### config.mk
export PLATFORM = sky130hd
export DESIGN_NAME = lookahead_decoder
export DESIGN_NICKNAME = d
export VERILOG_FILES = /design/src/rtl/lookahead_pkg.sv /design/src/rtl/count_datapath.sv /design/src/rtl/lookahead_ctrl.sv /design/src/rtl/lookahead_decoder.sv
export SDC_FILE = /design/constraint.sdc
export NUM_CORES = 1
export LEC_CHECK = 0
export BUFFER_PORTS_ARGS = -buffer_cell sky130_fd_sc_hd__buf_2
export CAP_MARGIN = 20
export CORE_AREA = 2 2 39 41
export DETAILED_ROUTE_END_ITERATION = 8
export DIE_AREA = 0 0 41 43
export GPL_TIMING_DRIVEN = 0
export PLACE_DENSITY_LB_ADDON = 0.12
export SLEW_MARGIN = 20
export SYNTH_ARGS = -nofsm -noshare
export SYNTH_HDL_FRONTEND = slang
export SYNTH_SLANG_ARGS = --single-unit
### constraint.sdc
create_clock -name clk -period 2.84 [get_ports clk]
set_input_delay 0.568 -clock clk [delete_from_list [all_inputs] [get_ports clk]]
set_output_delay 0.568 -clock clk [all_outputs]
set_load 0.005 [all_outputs]
### src/rtl/lookahead_pkg.sv
package lookahead_pkg;

  // Strobes from control to datapath, one per counter action.
  typedef struct packed {
    logic clearNow;  // load zero on the next edge (reset or clear)
    logic advance;   // increment on the next edge
  } ctrlStrobes_t;

endpackage

### src/rtl/count_datapath.sv
module count_datapath
  import lookahead_pkg::*;
#(
  parameter int CNT_W = 4
) (
  input  logic             clk,
  input  ctrlStrobes_t     strobes,
  output logic [CNT_W-1:0] count,
  output logic [CNT_W-1:0] countPlusOne
);

  localparam logic [CNT_W-1:0] ONE  = CNT_W'(1);
  localparam logic [CNT_W-1:0] ZERO = '0;

  // Natural modulo-2^CNT_W wrap from the truncated add.
  always_comb countPlusOne = count + ONE;

  always_ff @(posedge clk) begin
    if (strobes.clearNow) begin
      count <= ZERO;
    end else if (strobes.advance) begin
      count <= countPlusOne;
    end
  end

endmodule

### src/rtl/lookahead_ctrl.sv
module lookahead_ctrl
  import lookahead_pkg::*;
#(
  parameter int CNT_W  = 4,
  parameter int TARGET = 4
) (
  input  logic             clk,
  input  logic             rst,
  input  logic             clr,
  input  logic             en,
  input  logic [CNT_W-1:0] countPlusOne,
  output ctrlStrobes_t     strobes,
  output logic             flagQ
);

  localparam logic [CNT_W-1:0] TGT = CNT_W'(TARGET);
  // Flag value that matches a count of zero.
  localparam logic ZERO_FLAG = (TGT == '0);

  logic predictHit;
  logic flagNext;

  always_comb begin
    strobes.clearNow = rst | clr;
    strobes.advance  = en & ~(rst | clr);
  end

  // Compare the value the count will take, not the value it holds.
  always_comb predictHit = (countPlusOne == TGT);

  always_comb begin
    if (strobes.clearNow) begin
      flagNext = ZERO_FLAG;
    end else if (strobes.advance) begin
      flagNext = predictHit;
    end else begin
      flagNext = flagQ;
    end
  end

  always_ff @(posedge clk) flagQ <= flagNext;

endmodule

### src/rtl/lookahead_decoder.sv
module lookahead_decoder
  import lookahead_pkg::*;
#(
  parameter int CNT_W  = 4,
  parameter int TARGET = 4
) (
  input  logic             clk,
  input  logic             rst,
  input  logic             en,
  input  logic             clr,
  output logic [CNT_W-1:0] count,
  output logic             hit
);

  ctrlStrobes_t     strobes;
  logic [CNT_W-1:0] countPlusOne;
  logic             flagQ;

  lookahead_ctrl #(.CNT_W(CNT_W), .TARGET(TARGET)) u_ctrl (
    .clk          (clk),
    .rst          (rst),
    .clr          (clr),
    .en           (en),
    .countPlusOne (countPlusOne),
    .strobes      (strobes),
    .flagQ        (flagQ)
  );

  count_datapath #(.CNT_W(CNT_W)) u_dp (
    .clk          (clk),
    .strobes      (strobes),
    .count        (count),
    .countPlusOne (countPlusOne)
  );

  // Straight wire from the flag register.
  assign hit = flagQ;

endmodule

# == After elaboration in Yosys (flattened, before gate mapping) ==
# Index checks and enable logic that the tools add are counted.
# totals
out_inout_bits,5
word_cells,7
ff_bits,5
# op_classes
addsub,1
n_bitwise,3
eq_ne,1
# op_table
op,n
$add A4 B1 Y4 const B,1
$eq A4 B3 Y1 const B,1
$and A1 B1 Y1,1
$not A1 Y1,1
$or A1 B1 Y1,1

# == Logic depth before layout (Yosys ltp) ==
# Gate-level depths: netlist (run 1).
# logic_depth
depth_word,3
ltp_mapped,3
depth_no_buf,3

# == Modules after synthesis ==
# Synthesis (run 1) repeated with hierarchy kept, for this count alone.
# unflattened
hier_cells,26
area_unflattened_um2,281.5
# modules_own_cells
module,area_each_um2,seq_area_each_um2,cells_each,instances
count_datapath,205.2,80.1,20,1
lookahead_ctrl,76.3,20.0,6,1

# == Worst setup path before layout (run 1) ==
# OpenSTA, ideal clock, no wires.
# synth_path
kind,input to register
from,in en
to,reg u_dp.count[3]
path_slack_ns,1.658
arrival_ns,1.061
stages,3
path_buffers,1
t_required_ns,2.719
setup_ns,0.121
cell_sequence,buf_6 nand4_4 mux2_4
# synth_between
elab_chain_len,1
# synth_rtl
element,line,rtl
from (decl),lookahead_decoder.sv:9,"input logic en,"
$and A1 B1 Y1,lookahead_ctrl.sv:25,strobes.advance = en & ~(rst | clr);
to (signal assigned),count_datapath.sv:22,count <= countPlusOne;
to (decl),count_datapath.sv:8,"output logic [CNT_W-1:0] count,"
# Every way passes these cells.
# A chain may end at the register's enable or synchronous reset.

# == Worst setup path after layout (run 1) ==
# layout_path
from,reg u_dp.count[0]
to,out count[0]
# layout_rtl
element,line,rtl
to (decl),lookahead_decoder.sv:11,"output logic [CNT_W-1:0] count,"
# No word-level cell between the ends.

==> flow_summary.toml, run 1 <==
[global_routing]
grt_pass1_vias = 189
grt_use_total = 0.07129
grt_antenna_before_repair = 0
grt_pass1_wl_um = 779
grt.overflow.total = 0
grt_max_degree = 8

[sta]
finalHoldViolCount = 0
max_slew.worst_pin.slew_ns = 0.2024
rsz0062_at_grt = "false"
slew_viol_final = 0
finClkSkew_ns = 0.002394
setup_viol_count_final = 0
clock.fmax_mhz = 729.5
setup-tns-final_ns = 0
relSlewSlack = 0.8649
worst_slack_ns = 1.469
post-route-period-util = 0.4827
fin_crit_ns = 1.371

[setup_path]
slowest_delay_ns = 0.42
cp-start-kind = "register"
path_buf_inv = 1
cp-end-kind = "primary output"
critPathArrivalTime_ns = 0.80
crit_fanout = 4
cpMaxStageDelayCell = "dfxtp_1"
required_ns = 2.27
path_cells = "buf_2"
critPathKind = "reg2out"
cpLargestDelayFamily = "flip-flops"

[yosys]
synth_seq_cells = 5
ys_seq_area_frac = 0.4000
syn_area_per_cell_um2 = 11.37
netlist_instances = 22
syn-num-nets = 27
ys_types = 16
syn_area_um2 = 250.2
ys_warn_count = 0

[finish]
n_antenna_cell = 0
fin_cells = 49
fin_nets = 39
drive_gt1_frac = 0.3939
fillers = 159
area_growth_pct = 32.50
fin_area_um2 = 331.6

[run_status]
status = "completed"

[floorplan]
dieArea_um2 = 1763
die_height_um = 43
chipWidth_um = 41
core_area_um2 = 1384
num_rows = 14
io_pins = 9
start_util = 0.1808

[clocking]
cts_tree = "yes"
htree_levels = 1
cts_root_buf = "clkbuf_4"
ctsHoldBuffers = 0
postCtsSetupRepairBufs = 0
cts_buffers = 3
clkSinkCount = 5
cts_resized = 0
clk_latency_ns = 0.24
cts_max_path_buffers = 2
path_clk_slew_ns = 0.04

[power_and_ir_drop]
p_leak_nw = 0.1533
p_per_area_nw_per_um2 = 493.5
vdd_drop_max_v = 0.0002703

[drt]
drc_errors = 0
via_count = 195
ant_nets = 0
drtIter0Drc = 4
avgViaCountPerCell = 3.980
drt_wl_total_um = 471
wl_per_cell_um = 9.612
drtPass1Iterations = 2

[place]
dpl.hpwl_um = 385.1
post-place-ws_ns = 1.630
port_buffers = 7
routabilityCongestion = 0.6324
place_area_um2 = 305.3
placedCellCount = 45

[run]
maxCapViolations = 0

[min_path]
min_path_type = "reg2reg"
-- cells by family (layout without fill, tap and decap cells) --
family                     after synthesis  count (layout)  synth area share
and+or+nand+nor                          9               9            0.2900
xor gates and xnor gates                 1               1           0.03501
muxes                                    2               2           0.09998
DFF                                      5               5            0.4000
adders and majority gates                1               1           0.04999
buffers and inverters                    1              12           0.04500
AOI/OAI and AO/OA                        3               3           0.08000
-- cell usage after synthesis --
| library cell | n | area [um^2] |
|---|---|---|
| a21bo_1 | 1 | 10.01 |
| a21oi_1 | 2 | 10.01 |
| buf_6 | 1 | 11.26 |
| dfxtp_1 | 5 | 100.1 |
| ha_1 | 1 | 12.51 |
| mux2_4 | 1 | 15.01 |
| mux2i_1 | 1 | 10.01 |
| nand2b_1 | 1 | 6.260 |
| nand3b_1 | 1 | 7.510 |
| nand4_4 | 1 | 21.27 |
| nand4bb_1 | 1 | 11.26 |
| nor2_1 | 2 | 7.510 |
| nor3_1 | 1 | 5.000 |
| nor3b_1 | 1 | 7.510 |
| or2_1 | 1 | 6.260 |
| xnor2_1 | 1 | 8.760 |
-- stage by stage --
step | power (mW) | util | hold WS [ns]
6_report | 0.1636 | 0.2396 | 0.4675
5_1_grt | 0.1737 | 0.2396 | 0.4859
4_1_cts | 0.1686 | 0.2396 | 0.4698
3_5_place_dp | 0.08575 | 0.2206 | 0.4639
3_3_place_gp | 0.08536 | 0.2206 | 0.4592
2_1_floorplan | 0.08149 | - | 0.4658
-- cells in the final DEF (no fill, tap or decap) --
master     synthesis  routed
or2_1              1       1
nor3b_1            1       1
nor3_1             1       1
mux2i_1            1       1
nand3b_1           1       1
nor2_1             2       2
ha_1               1       1
buf_2              0       7
a21bo_1            1       1
mux2_4             1       1
a21oi_1            2       2
dfxtp_1            5       5
xnor2_1            1       1
buf_6              1       1
clkbuf_1           0       1
nand2b_1           1       1
nand4_4            1       1
nand4bb_1          1       1
clkbuf_4           0       3
-- final timing paths --
kind | start | endpoint | slack [ns] | depth (start not counted)
worst min-delay path | u_ctrl.flagQ | u_ctrl.flagQ | 0.47 | 2
worst min register to register | u_ctrl.flagQ | u_ctrl.flagQ | 0.47 | 2
worst max-delay path | u_dp.count[0] | count[0] | 1.47 | 1
worst max register to register | u_dp.count[0] | u_dp.count[2] | 1.84 | 3
-- registers in the layout, indices dropped and copies added (netlist names) --
| name | cells |
|---|---|
| u_ctrl.flagQ | 1 |
| u_dp.count | 4 |
-- metal layers --
layer | part of all wire | vias up | track usage
met2 | 0.50 | 5 | 0.09375
met1 | 0.44 | 88 | 0.07395
met5 | 0 | - | 0
met3 | 0.066 | 0 | 0.06283
met4 | 0 | 0 | 0.04000
li1 | - | 102 | -
-- cell type report --
class                   instances  area, um^2  share of cell area
repair buffers                  7       35.03              0.1057
flip-flops and latches          5       100.1              0.3019
plain buffers                   1       11.26             0.03396
well taps                      16       20.02             0.06038
clock buffers                   4       26.28             0.07925
multi-input cells              16       138.9              0.4189
-- where the power goes --
part	internal, mW	switching [mW]	leakage [nW]
Sequential	0.0715	0.00156	0.0404
Combinational	0.00574	0.00551	0.0979
Clock	0.0529	0.0263	0.0150
Total	0.130	0.0334	0.153
Note: power is estimated with default switching activity, not from simulation.
==> inputs of run 2 (changes only) <==
Settings changed: ABC_AREA set to 1.
Clock period 2.84 ns to 1.3 ns, I/O delays scaled along.
==> flow_summary.toml, run 2 <==
[sta]
clock.fmax_mhz = 916.2
finClkSkew_ns = 0.004729
rsz0062_at_grt = "false"
finalHoldViolCount = 0
relSlewSlack = 0.8719
slew_viol_final = 0
setup-tns-final_ns = 0
post-route-period-util = 0.8396
setup_viol_count_final = 0
fin_crit_ns = 1.091
max_slew.worst_pin.slew_ns = 0.1919

[clocking]
cts_buffers = 3
ctsHoldBuffers = 0
path_clk_slew_ns = 0.05
cts_max_path_buffers = 2
postCtsSetupRepairBufs = 0
htree_levels = 1
cts_root_buf = "clkbuf_4"
cts_tree = "yes"
clkSinkCount = 5
cts_resized = 0
clk_latency_ns = 0.24

[setup_path]
timing.critical_path.mode_cell = "nand2_1"
path_cells = "ha_1 -> nand2_1 -> inv_1 -> nand2_2 -> nor2_2 -> nand2_1 -> a21oi_2"
critPathKind = "reg2reg"
cp-start-kind = "register"
slowest_delay_ns = 0.41
cpLargestDelayFamily = "flip-flops"
required_ns = 1.47
cp-end-kind = "register"
path_buf_inv = 1
crit_fanout = 5
timing.rr.end = "u_ctrl.flagQ"
r2r_cells = 7
ff2ff_setup_slack_ns = 0.21
r2r_start = "u_dp.count[0]"
cpMaxStageDelayCell = "dfxtp_1"
critPathArrivalTime_ns = 1.27

[global_routing]
grt.overflow.total = 0
grt_max_degree = 6
grt_antenna_before_repair = 0
grt_pass1_wl_um = 669
grt_use_total = 0.06432
grt_pass1_vias = 159

[finish]
top_register = "u_dp.count"
n_antenna_cell = 0
fin_area_um2 = 325.3
largest_register_ff_count = 4
fin_cells = 61
drive_gt1_frac = 0.3333
area_growth_pct = 36.13
largest_registers = "u_dp.count: 4 flops, u_ctrl.flagQ: 1 flops"
final_common_cell = "nand2_1"
layout_common_cells = "nand2_1, buf_2, inv_1"
fin_nets = 51

[yosys]
ys_warn_count = 0
ys_types = 12
syn-num-nets = 38
ys_seq_area_frac = 0.4188
synth_area_leaders = "dfxtp_1, nand2_1, inv_1"
synth_seq_cells = 5
syn_area_per_cell_um2 = 7.242
netlist_instances = 33
ys.flop_type = "dfxtp_1"
synth_top_cell_area_share = 0.4188
netlist_top_cells_count = "nand2_1, inv_1, dfxtp_1"
synth_most_common_cell = "nand2_1"
synth_edf_count = 0
yosys.area.top_type = "dfxtp_1"
syn_area_um2 = 239.0
synthArstFlopShare = 0

[floorplan]
num_rows = 14
dieArea_um2 = 1763
chipWidth_um = 41
core_area_um2 = 1384
io_pins = 9
die_height_um = 43
start_util = 0.1727

[drt]
drt_wl_total_um = 521
wl_met2_um = 217
drtPass1Iterations = 2
m1WireLength_um = 252
via_count = 220
wl_per_cell_um = 8.541
top_layer_used = "met3"
drtIter0Drc = 1
drc_errors = 0
ant_nets = 0
dr_wl_met3_um = 51
avgViaCountPerCell = 3.607

[place]
placedCellCount = 57
place_area_um2 = 299.0
port_buffers = 8
dpl.hpwl_um = 406.3
routabilityCongestion = 0.7470

[min_path]
hold_end = "u_dp.count[0]"
hold_depth = 3
hp-start = "en"
min_path_type = "in2reg"

[power_and_ir_drop]
p_per_area_nw_per_um2 = 1131
vdd_drop_max_v = 0.0004488
p_leak_nw = 0.1636

[run_status]
status = "completed"

[run]
maxCapViolations = 0
[run 2: per-layer routing]
metal	track usage	vias up
li1	-	125
met4	0.02000	0
met2	0.06250	6
met5	0	-
met1	0.08387	89
met3	0.07853	0
[run 2: power by group]
| part | internal, mW | total (mW) | switching, mW |
|---|---|---|---|
| Combinational | 0.0115 | 0.0259 | 0.0144 |
| Sequential | 0.157 | 0.161 | 0.00370 |
| Clock | 0.116 | 0.181 | 0.0651 |
| Total | 0.285 | 0.368 | 0.0832 |
[run 2: through the flow]
| step | setup slack (ns) | util | power, mW | hold slack (ns) |
|---|---|---|---|---|
| after global placement | 0.2380 | 0.2161 | 0.1894 | 0.4641 |
| after CTS | 0.2007 | 0.2351 | 0.3827 | 0.3152 |
| after detailed placement | 0.2223 | 0.2161 | 0.1901 | 0.4745 |
| final | 0.2085 | 0.2351 | 0.3679 | 0.3221 |
| after floorplan | 0.2985 | - | 0.1771 | 0.3968 |
| after global routing | 0.1049 | 0.2351 | 0.3984 | 0.3381 |
[run 2: cell families (layout without fill, tap and decap cells)]
logic type / Yosys count / after routing / share of synthesized area
simple gates: 16 / 16 / 0.2984
buf+inv: 6 / 18 / 0.09423
flops: 5 / 5 / 0.4189
compound gates: 4 / 4 / 0.09946
fa+ha+maj: 1 / 1 / 0.05235
xor+xnor: 1 / 1 / 0.03666
[run 2: area by class of cell]
type                    instances  area (um^2)
inverters                       6        22.52
repair buffers                  8        40.04
fillers                       160         1059
clock buffers                   4        26.28
well taps                      16        20.02
flip-flops and latches          5        100.1
multi-input cells              22        116.4
[run 2: worst max path at each step]
stage,from,cells past startpoint,to
detailed placement,u_dp.count[0],7,u_ctrl.flagQ
global placement,u_dp.count[0],7,u_ctrl.flagQ
global route,u_dp.count[0],7,u_ctrl.flagQ
finish,u_dp.count[0],7,u_ctrl.flagQ
CTS,u_dp.count[0],7,u_ctrl.flagQ
floorplan,u_dp.count[0],7,u_ctrl.flagQ
[run 2: worst reg2reg max path: cells and delay by family, from the launching register on]
| family | cells | cell delay [ns] |
|---|---|---|
| flops | 1 | 0.41 |
| simple gates | 4 | 0.28 |
| fa+ha+maj | 1 | 0.17 |
| compound gates | 1 | 0.10 |
| buf+inv | 1 | 0.06 |
